$ cat src/rtl/zbt_pkg.sv
package zbt_pkg;
  typedef enum logic {
    MT_FLOW = 1'b0,
    MT_PIPE = 1'b1
  } mem_type_e;

  localparam int unsigned CFG_AW        = 16;
  localparam int unsigned CFG_DW        = 8;
  localparam logic [CFG_AW-1:0] CFG_MTYPE_ADDR = 16'h7000;
  localparam int unsigned PIPE_STAGES   = 3;  // issue stage + two data-offset stages
endpackage

$ cat src/rtl/zbt_prio_arb.sv
module zbt_prio_arb #(
  parameter int unsigned N_CLI = 6,
  localparam int unsigned IDW  = (N_CLI > 1) ? $clog2(N_CLI) : 1
) (
  input  logic             clk_i,
  input  logic             rst_ni,
  input  logic             en_i,
  input  logic [N_CLI-1:0] req_i,
  output logic [N_CLI-1:0] gnt_o,
  output logic [IDW-1:0]   idx_o
);
  // Scan high to low so the lowest index overrides.
  always_comb begin
    gnt_o = '0;
    idx_o = '0;
    for (int i = N_CLI - 1; i >= 0; i--) begin
      if (en_i && req_i[i]) begin
        gnt_o    = '0;
        gnt_o[i] = 1'b1;
        idx_o    = IDW'(i);
      end
    end
  end

  p_gnt_onehot_r1: assert property (@(posedge clk_i) disable iff (!rst_ni)
    $onehot0(gnt_o));
  p_gnt_needs_req_r1: assert property (@(posedge clk_i) disable iff (!rst_ni)
    (gnt_o & ~req_i) == '0);
  p_gnt_if_any_r1: assert property (@(posedge clk_i) disable iff (!rst_ni)
    (en_i && |req_i) |-> $countones(gnt_o) == 1);
endmodule

$ cat src/rtl/zbt_lat_pipe.sv
module zbt_lat_pipe
  import zbt_pkg::*;
#(
  parameter int unsigned AW  = 10,
  parameter int unsigned DW  = 16,
  parameter int unsigned IDW = 3
) (
  input  logic           clk_i,
  input  logic           rst_ni,
  input  mem_type_e      mode_i,
  input  logic           iss_vld_i,
  input  logic           iss_we_i,
  input  logic [IDW-1:0] iss_id_i,
  input  logic [AW-1:0]  iss_addr_i,
  input  logic [DW-1:0]  iss_wdata_i,
  output logic           s0_vld_o,
  output logic           s0_we_o,
  output logic [AW-1:0]  s0_addr_o,
  output logic           due_vld_o,
  output logic           due_we_o,
  output logic [IDW-1:0] due_id_o,
  output logic [DW-1:0]  due_wdata_o,
  output logic           busy_o
);
  localparam int unsigned NS = PIPE_STAGES;

  logic [NS-1:0]  vld_q, we_q;
  logic [IDW-1:0] id_q    [NS];
  logic [AW-1:0]  addr_q  [NS];
  logic [DW-1:0]  wdata_q [NS];

  always_ff @(posedge clk_i or negedge rst_ni) begin
    if (!rst_ni) begin
      vld_q <= '0;
      we_q  <= '0;
      for (int s = 0; s < NS; s++) begin
        id_q[s]    <= '0;
        addr_q[s]  <= '0;
        wdata_q[s] <= '0;
      end
    end else begin
      vld_q[0]   <= iss_vld_i;
      we_q[0]    <= iss_we_i;
      id_q[0]    <= iss_id_i;
      addr_q[0]  <= iss_addr_i;
      wdata_q[0] <= iss_wdata_i;
      for (int s = 1; s < NS; s++) begin
        vld_q[s]   <= vld_q[s-1];
        we_q[s]    <= we_q[s-1];
        id_q[s]    <= id_q[s-1];
        addr_q[s]  <= addr_q[s-1];
        wdata_q[s] <= wdata_q[s-1];
      end
    end
  end

  // Stage 1 holds the data cycle for flow-through, stage 2 for pipelined.
  logic [1:0] due_sel;
  assign due_sel = (mode_i == MT_PIPE) ? 2'd2 : 2'd1;

  assign s0_vld_o    = vld_q[0];
  assign s0_we_o     = we_q[0];
  assign s0_addr_o   = addr_q[0];
  assign due_vld_o   = vld_q[due_sel];
  assign due_we_o    = we_q[due_sel];
  assign due_id_o    = id_q[due_sel];
  assign due_wdata_o = wdata_q[due_sel];
  assign busy_o      = |vld_q;

  p_issue_next_r2: assert property (@(posedge clk_i) disable iff (!rst_ni)
    iss_vld_i |=> s0_vld_o);
  p_flow_due_r3: assert property (@(posedge clk_i) disable iff (!rst_ni)
    (mode_i == MT_FLOW && $past(s0_vld_o)) |-> due_vld_o);
endmodule

$ cat src/rtl/zbt_cfg_reg.sv
module zbt_cfg_reg
  import zbt_pkg::*;
(
  input  logic              clk_i,
  input  logic              rst_ni,
  input  logic              cfg_we_i,
  input  logic [CFG_AW-1:0] cfg_addr_i,
  input  logic [CFG_DW-1:0] cfg_wdata_i,
  input  logic              busy_i,
  output mem_type_e         mode_o,
  output logic              stall_o
);
  logic      pend_q;
  mem_type_e pend_val_q, mode_q;
  logic      hit;

  assign hit = cfg_we_i && (cfg_addr_i == CFG_MTYPE_ADDR);

  always_ff @(posedge clk_i or negedge rst_ni) begin
    if (!rst_ni) begin
      pend_q     <= 1'b0;
      pend_val_q <= MT_FLOW;
      mode_q     <= MT_FLOW;
    end else if (hit) begin
      pend_q     <= 1'b1;
      pend_val_q <= mem_type_e'(cfg_wdata_i[0]);
    end else if (pend_q && !busy_i) begin
      pend_q <= 1'b0;
      mode_q <= pend_val_q;
    end
  end

  assign mode_o  = mode_q;
  assign stall_o = pend_q;

  p_mode_hold_busy_r10: assert property (@(posedge clk_i) disable iff (!rst_ni)
    busy_i |=> $stable(mode_o));
  p_mode_hold_idle_r9: assert property (@(posedge clk_i) disable iff (!rst_ni)
    !pend_q |=> $stable(mode_o));
endmodule

$ cat src/rtl/zbt_mem_ctrl.sv
module zbt_mem_ctrl
  import zbt_pkg::*;
#(
  parameter int unsigned N_CLI = 6,
  parameter int unsigned AW    = 10,
  parameter int unsigned DW    = 16,
  localparam int unsigned IDW  = (N_CLI > 1) ? $clog2(N_CLI) : 1
) (
  input  logic                clk_i,
  input  logic                rst_ni,
  input  logic [N_CLI-1:0]    req_i,
  input  logic [N_CLI-1:0]    we_i,
  input  logic [N_CLI*AW-1:0] addr_i,
  input  logic [N_CLI*DW-1:0] wdata_i,
  output logic [N_CLI-1:0]    gnt_o,
  output logic [N_CLI-1:0]    rvalid_o,
  output logic [DW-1:0]       rdata_o,
  input  logic                cfg_we_i,
  input  logic [CFG_AW-1:0]   cfg_addr_i,
  input  logic [CFG_DW-1:0]   cfg_wdata_i,
  output logic                mode_o,
  output logic                mem_en_o,
  output logic                mem_we_o,
  output logic [AW-1:0]       mem_addr_o,
  output logic [DW-1:0]       mem_dq_o,
  output logic                mem_dq_oe_o,
  input  logic [DW-1:0]       mem_dq_i
);
  logic           stall, busy;
  mem_type_e      mode;
  logic [IDW-1:0] win;
  logic           due_vld, due_we;
  logic [IDW-1:0] due_id;
  logic [DW-1:0]  due_wdata;

  zbt_cfg_reg u_cfg (
    .clk_i, .rst_ni, .cfg_we_i, .cfg_addr_i, .cfg_wdata_i,
    .busy_i (busy), .mode_o (mode), .stall_o (stall)
  );

  zbt_prio_arb #(.N_CLI(N_CLI)) u_arb (
    .clk_i, .rst_ni, .en_i (!stall), .req_i, .gnt_o, .idx_o (win)
  );

  zbt_lat_pipe #(.AW(AW), .DW(DW), .IDW(IDW)) u_pipe (
    .clk_i, .rst_ni, .mode_i (mode),
    .iss_vld_i   (|gnt_o),
    .iss_we_i    (we_i[win]),
    .iss_id_i    (win),
    .iss_addr_i  (addr_i[win*AW +: AW]),
    .iss_wdata_i (wdata_i[win*DW +: DW]),
    .s0_vld_o    (mem_en_o),
    .s0_we_o     (mem_we_o),
    .s0_addr_o   (mem_addr_o),
    .due_vld_o   (due_vld),
    .due_we_o    (due_we),
    .due_id_o    (due_id),
    .due_wdata_o (due_wdata),
    .busy_o      (busy)
  );

  // Bus driven only in the write's data cycle.
  assign mem_dq_oe_o = due_vld && due_we;
  assign mem_dq_o    = due_wdata;
  assign mode_o      = mode;

  always_ff @(posedge clk_i or negedge rst_ni) begin
    if (!rst_ni) begin
      rvalid_o <= '0;
      rdata_o  <= '0;
    end else begin
      rvalid_o <= '0;
      if (due_vld && !due_we) begin
        rvalid_o[due_id] <= 1'b1;
        rdata_o          <= mem_dq_i;
      end
    end
  end

  p_stall_blocks_r10: assert property (@(posedge clk_i) disable iff (!rst_ni)
    stall |-> gnt_o == '0);
  p_flow_wr_drive_r3: assert property (@(posedge clk_i) disable iff (!rst_ni)
    (mode_o == MT_FLOW && $past(mem_en_o) && $past(mem_we_o)) |-> mem_dq_oe_o);
  p_flow_rd_quiet_r7: assert property (@(posedge clk_i) disable iff (!rst_ni)
    (mode_o == MT_FLOW && $past(mem_en_o) && !$past(mem_we_o)) |-> !mem_dq_oe_o);
  p_pipe_rd_quiet_r7: assert property (@(posedge clk_i) disable iff (!rst_ni)
    (mode_o == MT_PIPE && $past(mem_en_o, 2) && !$past(mem_we_o, 2)) |-> !mem_dq_oe_o);
  p_rvalid_onehot_r5: assert property (@(posedge clk_i) disable iff (!rst_ni)
    $onehot0(rvalid_o));
endmodule

$ cat config.mk
export PLATFORM = sky130hd
export DESIGN_NAME = zbt_mem_ctrl
export DESIGN_NICKNAME = d
export VERILOG_FILES = /design/src/rtl/zbt_pkg.sv /design/src/rtl/zbt_prio_arb.sv /design/src/rtl/zbt_lat_pipe.sv /design/src/rtl/zbt_cfg_reg.sv /design/src/rtl/zbt_mem_ctrl.sv
export SDC_FILE = /design/constraint.sdc
export NUM_CORES = 1
export LEC_CHECK = 0
export BUFFER_PORTS_ARGS = -buffer_cell sky130_fd_sc_hd__clkbuf_2
export CAP_MARGIN = 0
export CORE_UTILIZATION = 41
export CTS_BUF_LIST = sky130_fd_sc_hd__clkbuf_8 sky130_fd_sc_hd__clkbuf_16
export DETAILED_ROUTE_END_ITERATION = 16
export HOLD_SLACK_MARGIN = 0.03
export PLACE_DENSITY_LB_ADDON = 0.05
export SLEW_MARGIN = 10
export SYNTH_ARGS = -nofsm -noshare
export SYNTH_HDL_FRONTEND = slang
export SYNTH_HIERARCHICAL = 1
export SYNTH_SLANG_ARGS = --single-unit
export TNS_END_PERCENT = 50
$ cat constraint.sdc
create_clock -name clk_i -period 2.4 [get_ports clk_i]
set_clock_uncertainty 0.05 [all_clocks]
set_input_delay 0.48 -clock clk_i [delete_from_list [all_inputs] [get_ports clk_i]]
set_output_delay 0.48 -clock clk_i [all_outputs]
set_load 0.03 [all_outputs]
=== After elaboration in Yosys (flattened, before gate mapping) ===
Index checks and enable logic that the tools add are counted.

* Reductions and logical operators: 18
* $add $sub $neg: 0
* Div/mod/pow operators: 0
* Bitwise logic cells: 2
* Eq/ne operators: 1
* Multipliers: 1
* Mux-type cells: 30
* Shifts and indexed selects: 2
* Order comparisons: 5

{| class="wikitable"
|+ Operators by type and width
! kind !! number
|-
| indexed part select 96 x 8 -> 16 bit || 1
|-
| indexed part select 60 x 8 -> 10 bit || 1
|-
| two-way mux 6 bit || 7
|-
| binary-select mux 16 bit (select 2 bit) || 1
|-
| two-way mux 16 bit || 2
|-
| two-way mux 3 bit || 8
|-
| == test 16 x 15 -> 1 bit (second input constant) || 1
|-
| logical AND 1 bit || 11
|-
| < comparator 3 x 4 -> 1 bit (second input constant) || 2
|-
| binary-select mux 3 bit (select 2 bit) || 1
|-
| multiplier 3 x 3 -> 6 bit (second input constant) || 1
|-
| two-way mux 1 bit || 6
|-
| OR reduction 6 bit || 1
|-
| binary-select mux 1 bit (select 2 bit) || 2
|-
| binary-select mux 1 bit (select 3 bit) || 1
|-
| demux 1 bit (select 3 bit) || 1
|-
| greater-or-equal comparator 3 x 1 -> 1 bit (second input constant) || 1
|-
| greater-or-equal comparator 3 bit (second input constant) || 1
|-
| zero test 1 bit || 3
|-
| < comparator 2 x 3 -> 1 bit (second input constant) || 1
|-
| inverter 2 -> 3 bit || 1
|-
| OR reduction 3 bit || 1
|-
| two-way mux 2 bit || 1
|-
| AND reduction 2 bit || 1
|-
| 2 further kinds || 2
|}

* Bits in read-only memories: 0
* Flip-flop bits (word level): 98
* Memories: 0
* Memory bits (writable): 0
* Word-level logic and storage cells: 73
* Latch bits: 0

=== Longest topological paths before layout ===
* Depth after elaboration: 10
* Gate-level depth with buffers: 9
* Depth with buffers taken out: 6

=== Cells and area by module ===
Netlist, hierarchy kept.

{| class="wikitable"
|+ Modules (own cells, without submodules)
! module !! cells an instance !! sequential area each (µm²) !! area an instance (µm²) !! times used
|-
| zbt_mem_ctrl || 208 || 550.5 || 2421.1 || 1
|-
| zbt_lat_pipe || 97 || 1826.8 || 2167.1 || 1
|-
| zbt_cfg_reg || 16 || 75.1 || 171.4 || 1
|-
| zbt_prio_arb || 18 || 0.0 || 107.6 || 1
|}

=== Worst setup path after synthesis ===
OpenSTA, ideal clock, no wires.

* Path type: input-to-output
* Start: input req_i[0]
* End: output gnt_o[5]
* Path slack: -144 ps
* Stages: 3
* Arrival: 2014 ps
* Path buffers: 1
* Path through: or3b_1 buf_2 nor4_1

* Longest elaborated chain between the ends: 2

{| class="wikitable"
|+ Ends and longest elaborated chain
! element !! RTL line !! source
|-
| start, declared || zbt_mem_ctrl.sv:11 || <nowiki>input logic [N_CLI-1:0] req_i,</nowiki>
|-
| logical AND 1 bit || zbt_prio_arb.sv:17 || <nowiki>if (en_i && req_i[i]) begin</nowiki>
|-
| two-way mux 6 bit || zbt_prio_arb.sv:17 ||
|-
| end, declared || zbt_mem_ctrl.sv:15 || <nowiki>output logic [N_CLI-1:0] gnt_o,</nowiki>
|}

No other way between the ends.

=== Worst setup path in the final report ===
* Start: register u_cfg.pend_q, in the netlist u_cfg/stall_o
* End: output gnt_o[4]

* Longest elaborated chain between the ends: 7
* Elaborated cells between the ends (all ways): 11

{| class="wikitable"
|+ Ends and longest elaborated chain
! element !! RTL line !! source
|-
| start, declared || zbt_cfg_reg.sv:13 || <nowiki>logic pend_q;</nowiki>
|-
| start signal, assigned || zbt_cfg_reg.sv:21 || <nowiki>pend_q <= 1'b0;</nowiki>
|-
| start signal, assigned || zbt_cfg_reg.sv:25 || <nowiki>pend_q <= 1'b1;</nowiki>
|-
| start signal, assigned || zbt_cfg_reg.sv:28 || <nowiki>pend_q <= 1'b0;</nowiki>
|-
| zero test 1 bit * || zbt_mem_ctrl.sv:42 || <nowiki>.clk_i, .rst_ni, .en_i (!stall), .req_i, .gnt_o, .idx_o (win)</nowiki>
|-
| logical AND 1 bit || zbt_prio_arb.sv:17 ||
|-
| two-way mux 6 bit (4 in series) || zbt_prio_arb.sv:17 ||
|-
| two-way mux 6 bit * || zbt_prio_arb.sv:17 ||
|}

Every way passes the cells marked *; elsewhere a longest branch is shown, timed or not.

==> metrics <==
Initial Util=0.423; status=finished, violations left; Tightest Hold Check Type=in2async; max-slew violations=0; grt total ovfl=0; share of layout cells above drive strength 1=0.641; Site Rows=39; final hold slack=a little under 0.1 ns; Clock Sinks=98; RSZ-0062 raised after global routing=false; # setup viols final=0; hpwl dp=just under 9000 um; FF-to-FF path depth=8; initial DRC count=between 100 and 150; area leader, netlist=dfrtp_1; crit path buf inv count=2; Distinct cells, synth=36; Final Hold Violating Endpoints=0; # H-tree levels=3; Reg2Reg Setup Slack=approximately 0.15 ns; Rel. slew slack=0.583; CTS root buffer=clkbuf_16; Area Growth Syn to Fin=38.4%; worst-path cell chain=inv_2 > or3b_4 > nor4b_4 > clkbuf_8; Final #Nets=between 800 and 900; Post-Syn Instances=339; Max rail drop VDD=roughly 0.29 mV; LEAKAGE=roughly 0.0034 uW; Mapped Area=approximately 5000 um^2; Inserted Diodes=0; Skew-Pair Late Insertion Delay=0.33 ns; Yosys reg bits=98; Hold Buf Count CTS=0; Total GRT Usage=0.187; Post-route DRC=24; CP required=1.87 ns; synth top area cells=dfrtp_1 (50%), mux2_4 (13%), mux2i_1 (11%), o221ai_2 (6.5%), mux2_2 (4.9%); CTS tree=done; setup_tns=0 ns; Worst Setup Start Kind=flop; CTS buffer count=9; core area=11500 um^2; Max Cap Viol=0; routed length per instance=around 15 um; failing checks=DRC; Fmax=434 MHz; Crit-path slowest cell=or3b_4; Pre-antenna DRT Iters=10; sequential element share of the synthesized area=0.504; pin count of the biggest net entering global routing=between 40 and 50; die area=approximately 12000 um^2; Synthesis Warnings=6; Finished Layout Cells=750; post-synth top area share=0.504; GP Congestion=roughly 0.81; Worst setup EP type=output pin; Core Util, Final=0.585; vias in the first global route=around 3700; Slew @ Worst Pin=0.623 ns; post-place setup slack=0.108 ns; Die Height=111 um; die width=111 um; Power Density=660 nW/um^2; r2r endpoint=u_pipe/wdata_q[35]; I/O Buffers=261; total number of vias=roughly 3600; first-pass GRT wire length=17900 um; Crit Path Max Fanout=5; average size of a mapped cell=14.4 um^2; Period minus WS final=2.31 ns; setup ws final=0.0933 ns; RR Startpoint=u_cfg/stall_o; CP peak stage delay=0.44 ns; I/O pins=269; Final Cycle Share=0.961; Final ANT Viol Nets=0; delay-heaviest family, CP=simple AND/OR/NAND/NOR gates; antenna violations before repair=1; CTS max path bufs=2; syn_nets=550; CP Class=reg2out; crit path DAT=1.78 ns; Via density=4.84; clock slew at reported path FFs=0.06 ns; dpl cells=about 730; final wirelength=10900 um
[cells in the mapped netlist (all sizes together)]
cell type / count
and4bb: 2
nand4: 1
mux2: 66
or3b: 1
nor4: 5
o21ai: 1
nor2b: 3
nor4b: 2
buf: 21
a221oi: 1
nor3b: 2
or3: 1
a21o: 1
clkbuf: 1
and4b: 1
inv: 3
or2b: 1
mux2i: 54
nand2b: 3
o221ai: 27
nor2: 10
nand2: 30
dfrtp: 98
nor3: 1
and2: 2
nor4bb: 1
[state kept, by name, summed over array words and instances, names as in the netlist]
| signal | cells |
|---|---|
| u_pipe/we_q | 3 |
| u_pipe/wdata_q | 48 |
| rdata_o | 16 |
| u_cfg/stall_o | 1 |
| u_pipe/vld_q | 3 |
| u_cfg/pend_val_q | 1 |
| rvalid_o | 6 |
| u_pipe/s0_addr_o | 10 |
| u_pipe/id_q | 9 |
| u_cfg/mode_o | 1 |
[repair_timing]
| action | 4_1_cts | 5_1_grt |
|---|---|---|
| gates cloned | 0 | 0 |
| setup buffers | 0 | 1 |
| pin swaps | 1 | 1 |
| setup endpoints to repair | 3 | 2 |
| hold endpoints to repair | 0 | 0 |
| resized for setup | 10 | 0 |
[worst max path at each step]
| stage | start | end | slack, ns | cells past startpoint |
|---|---|---|---|---|
| 6_report | u_cfg/stall_o | gnt_o[4] | 0.09 | 4 |
| 5_1_grt | u_cfg/mode_o | mem_dq_o[14] | 0.008 | 3 |
| 4_1_cts | u_cfg/stall_o | gnt_o[4] | -0.001 | 5 |
| 3_5_place_dp | req_i[0] | u_pipe/wdata_q[39] | 0.11 | 7 |
| 3_3_place_gp | req_i[0] | gnt_o[5] | 0.12 | 5 |
| 2_1_floorplan | req_i[0] | gnt_o[3] | 0.09 | 3 |
[layout by cell type (no fill, tap or decap), types with 3 or more instances in the layout]
cell type / count
mux2_4: 43
clkinvlp_4: 3
o221ai_2: 21
buf_4: 7
mux2i_1: 54
buf_12: 7
mux2_2: 21
nand2_1: 30
dfrtp_1: 98
o221ai_1: 6
nor2_1: 8
clkbuf_8: 3
clkbuf_16: 9
clkbuf_2: 257
[cell type report]
class,count,area (um^2)
clock buffers,10,239
clock inverters,6,66.3
fillers,983,4780
inverters,3,11.3
multi-input cells,216,2270
flip-flops and latches,98,2450
well taps,143,179
repair buffers,274,1510
[per-layer routing]
metal | wire [um] | global-route usage | up-vias
met5 | 11 | 0 | -
met4 | 119 | 0.0685 | 2
met3 | 681 | 0.0355 | 10
met2 | 5790 | 0.338 | 152
met1 | 4320 | 0.221 | 1697
li1 | - | - | 1771
[report_power, final]
| part | total (uW) | switching (uW) | internal [uW] |
|---|---|---|---|
| Combinational | 1100 | 606 | 494 |
| Sequential | 1920 | 73.8 | 1850 |
| Clock | 1420 | 587 | 835 |
[kinds of logic after synthesis]
group | after synthesis | synth area share
flip-flops | 98 | 0.504
AO/OA/AOI/OAI | 30 | 0.0799
buffers and inverters | 25 | 0.0432
multiplexers | 120 | 0.297
AND/OR/NAND/NOR | 66 | 0.0761
[stage by stage]
| step | power [uW] | area (um^2) |
|---|---|---|
| after detailed placement | 3080 | 6380 |
| after floorplan | 2650 | 4880 |
| after CTS | 4520 | 6730 |
| after global routing | 4680 | 6730 |
| after global placement | 3050 | 6380 |
| final | 4450 | 6730 |
(Power assumes the default switching activity.)
